==> config.mk <==
export PLATFORM = sky130hd
export DESIGN_NAME = vbranch_eval
export DESIGN_NICKNAME = d
export VERILOG_FILES = /design/src/rtl/vbranch_eval.sv
export SDC_FILE = /design/constraint.sdc
export NUM_CORES = 1
export LEC_CHECK = 0
export ABC_AREA = 1
export BUFFER_PORTS_ARGS = -buffer_cell sky130_fd_sc_hd__buf_2
export CAP_MARGIN = 25
export CORE_AREA = 5 5 158 160
export CTS_BUF_LIST = sky130_fd_sc_hd__clkbuf_2 sky130_fd_sc_hd__clkbuf_4 sky130_fd_sc_hd__clkbuf_8
export CTS_CLUSTER_SIZE = 20
export DETAILED_ROUTE_END_ITERATION = 7
export DIE_AREA = 0 0 163 165
export PLACE_DENSITY_LB_ADDON = 0.05
export SKIP_CTS_REPAIR_TIMING = 1
export SLEW_MARGIN = 40
export SYNTH_ARGS = -nofsm -noshare
export SYNTH_HDL_FRONTEND = slang
export SYNTH_SLANG_ARGS = --single-unit
==> constraint.sdc <==
create_clock -name clk -period 3.9 [get_ports clk]
set_clock_uncertainty 0.15 [all_clocks]
set_input_delay 0.78 -clock clk [delete_from_list [all_inputs] [get_ports clk]]
set_output_delay 0.78 -clock clk [all_outputs]
set_load 0.03 [all_outputs]
==> src/rtl/vbranch_eval.sv <==
module vbranch_eval #(
  parameter int MAXL = 64,
  localparam int LW = $clog2(MAXL + 1),
  localparam int IW = $clog2(MAXL)
) (
  input  logic            clk,
  input  logic            rst_n,
  input  logic            start,
  input  logic [MAXL-1:0] cond_bits,
  input  logic [MAXL-1:0] pred_mask,
  input  logic [LW-1:0]   vec_len,
  input  logic            want_set,
  input  logic            zero_en,
  input  logic            force_one,
  input  logic            all_mode,
  input  logic            trunc_en,
  output logic            taken,
  output logic [LW-1:0]   new_len,
  output logic            done
);

  logic [MAXL-1:0] cond_r, pred_r;
  logic [LW-1:0]   len_r, idx, fail_idx;
  logic            want_r, zero_r, one_r, all_r, trunc_r;
  logic            busy, any_pass, any_fail, any_test;

  wire [IW-1:0] sel    = idx[IW-1:0];
  wire          fin    = busy && (idx == len_r);
  wire          active = pred_r[sel];
  wire          tested = busy && !fin && (active || zero_r);
  wire          bitv   = active ? cond_r[sel] : one_r;
  wire          pass   = (bitv == want_r);

  always_ff @(posedge clk or negedge rst_n) begin
    if (!rst_n) begin
      cond_r <= '0; pred_r <= '0; len_r <= '0; idx <= '0; fail_idx <= '0;
      want_r <= 1'b0; zero_r <= 1'b0; one_r <= 1'b0; all_r <= 1'b0; trunc_r <= 1'b0;
      busy <= 1'b0; any_pass <= 1'b0; any_fail <= 1'b0; any_test <= 1'b0;
      taken <= 1'b0; new_len <= '0; done <= 1'b0;
    end else begin
      done <= 1'b0;
      if (start) begin
        cond_r <= cond_bits; pred_r <= pred_mask; len_r <= vec_len;
        want_r <= want_set; zero_r <= zero_en; one_r <= force_one;
        all_r <= all_mode; trunc_r <= trunc_en;
        idx <= '0; busy <= 1'b1;
        any_pass <= 1'b0; any_fail <= 1'b0; any_test <= 1'b0;
      end else if (fin) begin
        busy    <= 1'b0;
        done    <= 1'b1;
        taken   <= all_r ? (any_test && !any_fail) : any_pass;
        new_len <= (trunc_r && any_fail) ? fail_idx : len_r;
      end else if (busy) begin
        idx <= idx + 1'b1;
        if (tested) begin
          any_test <= 1'b1;
          if (pass) any_pass <= 1'b1;
          else if (!any_fail) begin
            any_fail <= 1'b1;
            fail_idx <= idx;
          end
        end
      end
    end
  end

  p_len_range_r8: assert property (@(posedge clk) disable iff (!rst_n)
    start |-> vec_len <= LW'(MAXL));

  p_idx_bound_r2: assert property (@(posedge clk) disable iff (!rst_n)
    busy |-> idx <= len_r);

  p_done_pulse_r2: assert property (@(posedge clk) disable iff (!rst_n)
    done |=> !done);

  p_len_bound_r9: assert property (@(posedge clk) disable iff (!rst_n)
    done |-> new_len <= len_r);

  p_empty_r8: assert property (@(posedge clk) disable iff (!rst_n)
    (done && len_r == '0) |-> (!taken && new_len == '0));

  p_idle_hold_r11: assert property (@(posedge clk) disable iff (!rst_n)
    (!busy && !start) |=> ($stable(taken) && $stable(new_len)));

  p_all_fail_r7: assert property (@(posedge clk) disable iff (!rst_n)
    (fin && all_r && any_fail) |=> !taken);

endmodule

==> results of run 1 <==
-- cell usage after synthesis, drive strengths merged --
cell type	number	area share [%]
nor2	17	1.0
a21oi	13	0.81
clkbuf	30	1.4
mux2i	7	0.87
buf	28	2.4
a211oi	1	0.093
clkinv	2	0.093
dfrtp	167	52
nor4	1	0.078
nand2	413	19
xor2	8	0.87
o211ai	12	1.2
ha	1	0.16
nor3	2	0.12
nand3	94	6.2
nand4	7	0.54
o22ai	1	0.078
inv	119	5.6
o21ai	116	7.2
-- registers in the layout (all words and copies together) (netlist names), 7 cells and up --
name and flops:
cond_r 64, pred_r 64, fail_idx 7, idx 7, len_r 7, new_len 7
-- final timing paths --
check	cells after the start	from	end
min reg2reg	2	fail_idx[6]	fail_idx[6]
max reg2reg	17	idx[0]	fail_idx[2]
min	1	rst_n	cond_r[58]
max	17	idx[0]	fail_idx[2]
min in group clk	2	fail_idx[6]	fail_idx[6]
max in group asynchronous	2	rst_n	pred_r[14]
-- per-stage QoR --
step           total power (W)  cells  hold slack, ns  util (%)  cell area [µm²]
6_report               0.00448   1488           0.179      40.9             9510
3_3_place_gp           0.00298   1459           0.304      38.8             9020
5_1_grt                0.00476   1488           0.196      40.9             9510
2_1_floorplan          0.00268   1039           0.287         -             8060
4_1_cts                0.00455   1488           0.179      40.9             9510
3_5_place_dp           0.00299   1459           0.309      38.8             9020
-- power by group through the flow --
stage | combinational (W) | clock (W) | sequential, W
2_1_floorplan | 0.000619 | 0 | 0.00206
3_3_place_gp | 0.000928 | 0 | 0.00205
3_5_place_dp | 0.000939 | 0 | 0.00205
4_1_cts | 0.000943 | 0.00159 | 0.00202
6_report | 0.000920 | 0.00154 | 0.00202
5_1_grt | 0.00107 | 0.00165 | 0.00204
-- kinds of logic after synthesis --
| family | Yosys count | synth area share [%] |
|---|---|---|
| compound gates | 143 | 9.43 |
| flops | 167 | 51.9 |
| xor+xnor | 8 | 0.870 |
| mux | 7 | 0.870 |
| buf+inv | 179 | 9.44 |
| simple gates | 534 | 27.4 |
| fa+ha+maj | 1 | 0.155 |
-- layer usage --
layer / part of all wire [%] / GRT usage (%)
met4: 0.66 / 3.89
met3: 3.8 / 2.92
met5: 0 / 0
met2: 45 / 26.8
met1: 51 / 25.2
-- cell type report --
cell class,instances,area share (%)
clock buffer,17,2.46
clock inverter,12,2.63
inverter,121,4.82
multi-input combinational,693,32.8
sequential,167,44.0
tap,319,4.20
timing repair buffer,159,9.11
-- worst register-to-register path, cell delays in order (launching register included) --
cell and delay, ns:
dfrtp_4 0.59, clkinv_2 0.66, nand2_1 0.27, nand3_1 0.09, nand2_1 0.07, nand2_1 0.05, nand2_1 0.08, inv_1 0.04
nand2_1 0.05, nand2_1 0.04, nand2_1 0.07, inv_1 0.08, nand3_2 0.08, nand2_2 0.11, nor2_8 0.18, nand3_4 0.13
nand2_1 0.09, nand2_1 0.05
==> metrics.md, run 1 <==
| Metric | Value |
|---|---|
| GRT Overall Usage | `17.2%` |
| Multi-input gate area | `slightly above 0.003 mm²` |
| Most frequent cells in the layout | `nand2_1, dfrtp_1, buf_2, o21ai_0, inv_1` |
| IO Port Bufs | `151` |
| Drt first-iter violations | `just under 400` |
| Die area | `~0.027 mm²` |
| Crit path arrival time | `between 3 and 4 ns` |
| VDD IR max | `approximately 0.18 mV` |
| Setup CP Type | `flip-flop to flip-flop` |
| Residual DRC | `0` |
| Sequential share of the synthesized area | `about half` |
| Register area | `between 0.004 and 0.005 mm²` |
| Syn_nets | `about 1200` |
| Slew @ Worst Pin | `0.747 ns` |
| Synth Instances | `~1000` |
| DR vias | `~6700` |
| Area growth syn-to-layout | `18.0%` |
| Clk buf depth | `2` |
| Worst-Skew Late Latency | `between 0.4 and 0.5 ns` |
| TritonCTS Buffers | `17` |
| Core Box Area | `0.0233 mm²` |
| Setup Viol. Count Final | `0` |
| Final WS setup | `0.907 ns` |
| H-tree Lvls | `4` |
| Slowest CP cell | `clkinv_2` |
| Reg power frac | `roughly 45%` |
| Min-delay worst type | `input pin to asynchronous set/reset pin` |
| Final min period | `roughly 3.0 ns` |
| First-pass GRT wire length | `36400 µm` |
| Starting density of the core | `between 30% and 40%` |
| Status | `complete, no violations` |
| Reg2reg setup slack | `about 0.91 ns` |
| FMAX | `0.334 GHz` |
| ANT nets after route | `0` |
| Final Hold Fails | `0` |
| Tcrit/Tclk final | `between 70% and 80%` |
| CP max stage delay | `about 0.65 ns` |
| Wire length per cell | `roughly 15 µm` |
| Switch share | `30.5%` |
| Die X | `163 µm` |
| Combinational share of power | `20.5%` |
| Site Rows | `56` |
| Clock transition at path regs | `0.09 ns` |
| RSZ-0062 raised after global routing | `false` |
| Top Ports | `approximately 150` |
| Net switching power | `roughly 0.0014 W` |
| Crit path max-delay family | `simple AND/OR/NAND/NOR gates` |
| CTS sink count | `167` |
| Crit Path Max Fanout | `between 40 and 50` |
| Post-DP HPWL | `about 15000 µm` |
| Die Y | `about 170 µm` |
| Commonest non-fill, non-tap cell in the layout | `nand2_1` |
| Required time worst endpoint | `a little over 4 ns` |
| Clock power share | `between 30% and 40%` |
| Initial antenna violation count | `0` |
| Root Driver | `clkbuf_8` |
| ANT cells | `0` |
| Syn Area/Cell | `7.76 µm²` |
| Fillers | `around 2500` |
| PwrDens | `~470 mW/mm²` |
| Maxcap violations | `0` |
| # nets final | `about 1300` |
| Slew Limit Fails | `0` |
| CP Launch Type | `flip-flop` |
| Mapped Area | `between 0.008 and 0.009 mm²` |
| WP buf/inv | `3` |
| Pre-CTS WS | `about 0.95 ns` |
| CP cell instances | `clkinv_2 -> nand2_1 -> nand3_1 -> nand2_1 -> nand2_1 -> nand2_1 -> inv_1 -> nand2_1 -> nand2_1 -> nand2_1 -> inv_1 -> nand3_2 -> nand2_2 -> nor2_8 -> nand3_4 -> nand2_1 -> nand2_1` |
| Worst setup EP type | `flip-flop` |
| LEAKAGE | `between 5 and 6 nW` |
| Vias in the first global route | `6875` |
| Synth Warn # | `0` |
| First-pass DRT Iterations | `5` |
| Congestion Overflow GR | `0` |
| Setup TNS | `0 ns` |
| P_int | `0.00311 W` |
| Largest net degree at the start of global routing | `202` |
| Layout cells sized above 1 | `~18%` |
| Vias per std cell | `4.52` |
| #FFs+latches synth | `between 150 and 200` |
| Relative slew slack | `about half` |
| Routed WL | `22300 µm` |
| Synth unique cells | `32` |
| CP most frequent cell | `nand2_1` |
| Gpl congestion | `roughly 0.75` |
| Clock tree from TritonCTS | `yes` |
Power figures use the tool's default switching activity.
==> inputs of run 2 (changes only) <==
Settings changed: ABC_AREA 1 to 0, CORE_AREA 5 5 158 160 to 5 5 155 157, DIE_AREA 0 0 163 165 to 0 0 160 162.
Clock period 3.9 ns to 2.7 ns, I/O delays scaled along.
==> run 2 against run 1 <==
Compared with the run above:
- hold slack lost 0.024 ns
- critical endpoint is now fail_idx[5]
- register-to-register slack worse by 1.8 ns
- core utilization is 2.7 points higher
- the flow now finishes with violations (setup timing)
- count of clock-buffer cells in the layout is the same
- highest routed layer is now met5
==> metrics.md, run 2 <==
| Metric | Value |
|---|---|
| Pre-CTS WS | `-0.985 ns (was 0.947 ns)` |
| Vias per std cell | `4.84 (was 4.52)` |
| Yosys top cell by area | `dfrtp_1 (unchanged)` |
| CP max stage delay | `0.62 ns (was 0.65 ns)` |
| CP Launch Type | `flip-flop (unchanged)` |
| Tcrit/Tclk final | `134% (was 76.7%)` |
| Crit path max-delay family | `compound AO/OA/AOI/OAI gates (was simple AND/OR/NAND/NOR gates)` |
| CP cell instances | `buf_12 -> buf_4 -> mux4_2 -> and3b_1 -> o32ai_2 -> a221oi_2 -> nor3b_4 -> or4_4 -> a2111o_2 -> mux2_4 (was clkinv_2 -> nand2_1 -> nand3_1 -> nand2_1 -> nand2_1 -> nand2_1 -> inv_1 -> nand2_1 -> nand2_1 -> nand2_1 -> inv_1 -> nand3_2 -> nand2_2 -> nor2_8 -> nand3_4 -> nand2_1 -> nand2_1)` |
| DR vias | `4978 (was 6720)` |
| Final instance area | `0.00974 mm² (was 0.00951 mm²)` |
| Initial antenna violation count | `1 (was 0)` |
| Register area | `0.00418 mm² (about the same)` |
| Core Box Area | `0.0224 mm² (was 0.0233 mm²)` |
| Synth Instances | `530 (was 1039)` |
| Syn Area/Cell | `14.5 µm² (was 7.76 µm²)` |
| Synth unique cells | `47 (was 32)` |
| Wire length per cell | `18.9 µm (was 15.0 µm)` |
| CTS sink count | `167 (unchanged)` |
| Failing checks | `setup timing` |
| Site Rows | `55 (was 56)` |
| ANT cells | `0 (unchanged)` |
| Starting density of the core | `34.4% (was 34.6%)` |
| Slew @ Worst Pin | `0.495 ns (was 0.747 ns)` |
| # nets final | `874 (was 1303)` |
| Gpl congestion | `0.754 (was 0.748)` |
| Die area | `0.0259 mm² (was 0.0269 mm²)` |
| Sequential share of the synthesized area | `54.3% (was 51.9%)` |
| Slowest CP cell | `a2111o_2 (was clkinv_2)` |
| Most area-consuming cells after synthesis | `dfrtp_1, mux2_2, mux4_2 (was dfrtp_1, nand2_1, o21ai_0)` |
| IO Port Bufs | `151 (unchanged)` |
| PwrDens | `643 mW/mm² (was 471 mW/mm²)` |
| Final Util | `43.5% (was 40.9%)` |
| Min-delay worst type | `input pin to flip-flop (was input pin to asynchronous set/reset pin)` |
| Post-DP HPWL | `14700 µm (was 15300 µm)` |
| Clock transition at path regs | `0.11 ns (was 0.09 ns)` |
| ANT nets after route | `0 (unchanged)` |
| LEAKAGE | `4.38 nW (was 5.09 nW)` |
| Clk buf depth | `2 (unchanged)` |
| Worst setup EP type | `flip-flop (unchanged)` |
| Yosys top cell area share | `54.3% (was 51.9%)` |
| Status | `finished, violations left (was complete, no violations)` |
| Top Ports | `152 (unchanged)` |
| Required time worst endpoint | `2.89 ns (was 4.09 ns)` |
| Most frequent cell after synthesis | `dfrtp_1 (was nand2_1)` |
| Asr flop ratio synth | `100% (unchanged)` |
| Die Y | `162 µm (was 165 µm)` |
| VDD IR max | `0.327 mV (was 0.180 mV)` |
| Clock tree from TritonCTS | `yes (unchanged)` |
| Commonest non-fill, non-tap cell in the layout | `dfrtp_1 (was nand2_1)` |
| Congestion Overflow GR | `0 (unchanged)` |
| Largest registers | `cond_r: 64 flops, pred_r: 64 flops (unchanged)` |
| First-pass GRT wire length | `31500 µm (was 36400 µm)` |
| Power Total | `0.00626 W (was 0.00448 W)` |
| Crit Path Max Fanout | `7 (was 48)` |
| #FFs+latches synth | `167 (unchanged)` |
| Root Driver | `clkbuf_8 (unchanged)` |
| Maxcap violations | `0 (unchanged)` |
| First-pass DRT Iterations | `4 (was 5)` |
| GRT Overall Usage | `15.4% (was 17.2%)` |
| Vias in the first global route | `5487 (was 6875)` |
| Multi-input gate area | `0.00338 mm² (was 0.00312 mm²)` |
| Reg2reg setup slack | `-0.92 ns (was 0.91 ns)` |
| DP Area | `0.00916 mm² (was 0.00902 mm²)` |
| Setup Viol. Count Final | `9 (was 0)` |
| Drt first-iter violations | `159 (was 394)` |
| Crit path arrival time | `3.81 ns (was 3.18 ns)` |
| Top cells by count, synth | `dfrtp_1, mux2_2, mux2i_1, nor2_1, clkbuf_1 (was nand2_1, dfrtp_1, o21ai_0, inv_1, nand3_1)` |
| RSZ-0062 raised after global routing | `true (was false)` |
| Fillers | `2108 (was 2548)` |
| Worst-Skew Late Latency | `0.46 ns (about the same)` |
| Residual DRC | `0 (unchanged)` |
| Largest net degree at the start of global routing | `63 (was 202)` |
| Final WS setup | `-0.922 ns (was 0.907 ns)` |
| Relative slew slack | `67.0% (was 50.1%)` |
| WP buf/inv | `2 (was 3)` |
| Die X | `160 µm (was 163 µm)` |
| Setup CP Type | `flip-flop to flip-flop (unchanged)` |
| Syn_nets | `674 (was 1183)` |
| Final Hold Fails | `0 (unchanged)` |
| Setup TNS | `-7.00 ns (was 0 ns)` |
| Number of synthesized flops with an enable pin | `0 (unchanged)` |
| Area growth syn-to-layout | `26.5% (was 18.0%)` |
| H-tree Lvls | `4 (unchanged)` |
| FMAX | `0.276 GHz (was 0.334 GHz)` |
| Layout cells sized above 1 | `59.2% (was 17.7%)` |
| Final min period | `3.62 ns (was 2.99 ns)` |
| Routed WL | `19500 µm (was 22300 µm)` |
| Synth Warn # | `0 (unchanged)` |
| Mapped Area | `0.00770 mm² (was 0.00806 mm²)` |
| TritonCTS Buffers | `17 (unchanged)` |
| Slew Limit Fails | `0 (unchanged)` |
| Most frequent cells in the layout | `dfrtp_1, buf_2, mux2_2, buf_4, mux2i_1 (was nand2_1, dfrtp_1, buf_2, o21ai_0, inv_1)` |
| Synth Flop Type | `dfrtp_1 (unchanged)` |
[run 2: cell count changes after synthesis, moves of 6 or more]
| cell | change |
|---|---|
| o21ai_0 | -112 |
| mux4_2 | +19 |
| buf_2 | -9 |
| inv_1 | -109 |
| mux2_2 | +143 |
| mux2i_1 | +25 |
| nand3_1 | -86 |
| nand2_1 | -400 |
| clkbuf_1 | -10 |
| o211ai_1 | -10 |
| mux2_4 | +7 |
| nor2_1 | +6 |
[run 2: where the power goes]
part	internal, W	leakage (nW)	total (W)	switching (W)
sequential	0.00279	1.99	0.00298	0.000187
clock	0.000791	0.206	0.00187	0.00108
combinational	0.000777	2.19	0.00141	0.000634
total	0.00436	4.38	0.00626	0.00190
[run 2: cell families (layout without fill, tap and decap cells)]
kind of cell	count (synthesis)	in the layout	share of synthesized area [%]
simple gates	66	66	4.57
fa+ha+maj	1	1	0.162
buf+inv	41	254	2.93
xor+xnor	13	13	1.48
compound gates	38	38	3.56
flops	167	167	54.3
mux	204	204	33.0
[run 2: per-layer routing]
| metal | GRT usage, % | wire length, µm | part of all wire, % |
|---|---|---|---|
| met1 | 22.3 | 9280 | 48 |
| met2 | 23.2 | 9030 | 46 |
| met3 | 4.16 | 962 | 4.9 |
| met4 | 3.52 | 189 | 0.97 |
| met5 | 0 | 13 | 0.067 |
[run 2: final cells by class]
type,count,area share (%)
sequential,167,43.0
clock inverter,15,1.81
timing repair buffer,217,14.2
inverter,5,0.193
multi-input combinational,322,34.7
tap,285,3.66
clock buffer,17,2.40
[run 2: through the flow]
stage,cells,hold WS [ns]
after global routing,1028,0.114
after detailed placement,989,0.273
after floorplan,530,0.0944
after global placement,989,0.270
final,1028,0.155
after CTS,1021,-0.244
[run 2: path summary, 6_finish.rpt]
path / start / endpoint / cells after the start
worst max-delay path: idx[0] / fail_idx[5] / 10
worst min-delay path: pred_mask[12] / pred_r[12] / 2
worst max register to register: idx[0] / fail_idx[5] / 10
worst min register to register: cond_r[43] / cond_r[43] / 1
max in group asynchronous: rst_n / cond_r[18] / 3
min in group asynchronous: rst_n / len_r[0] / 2
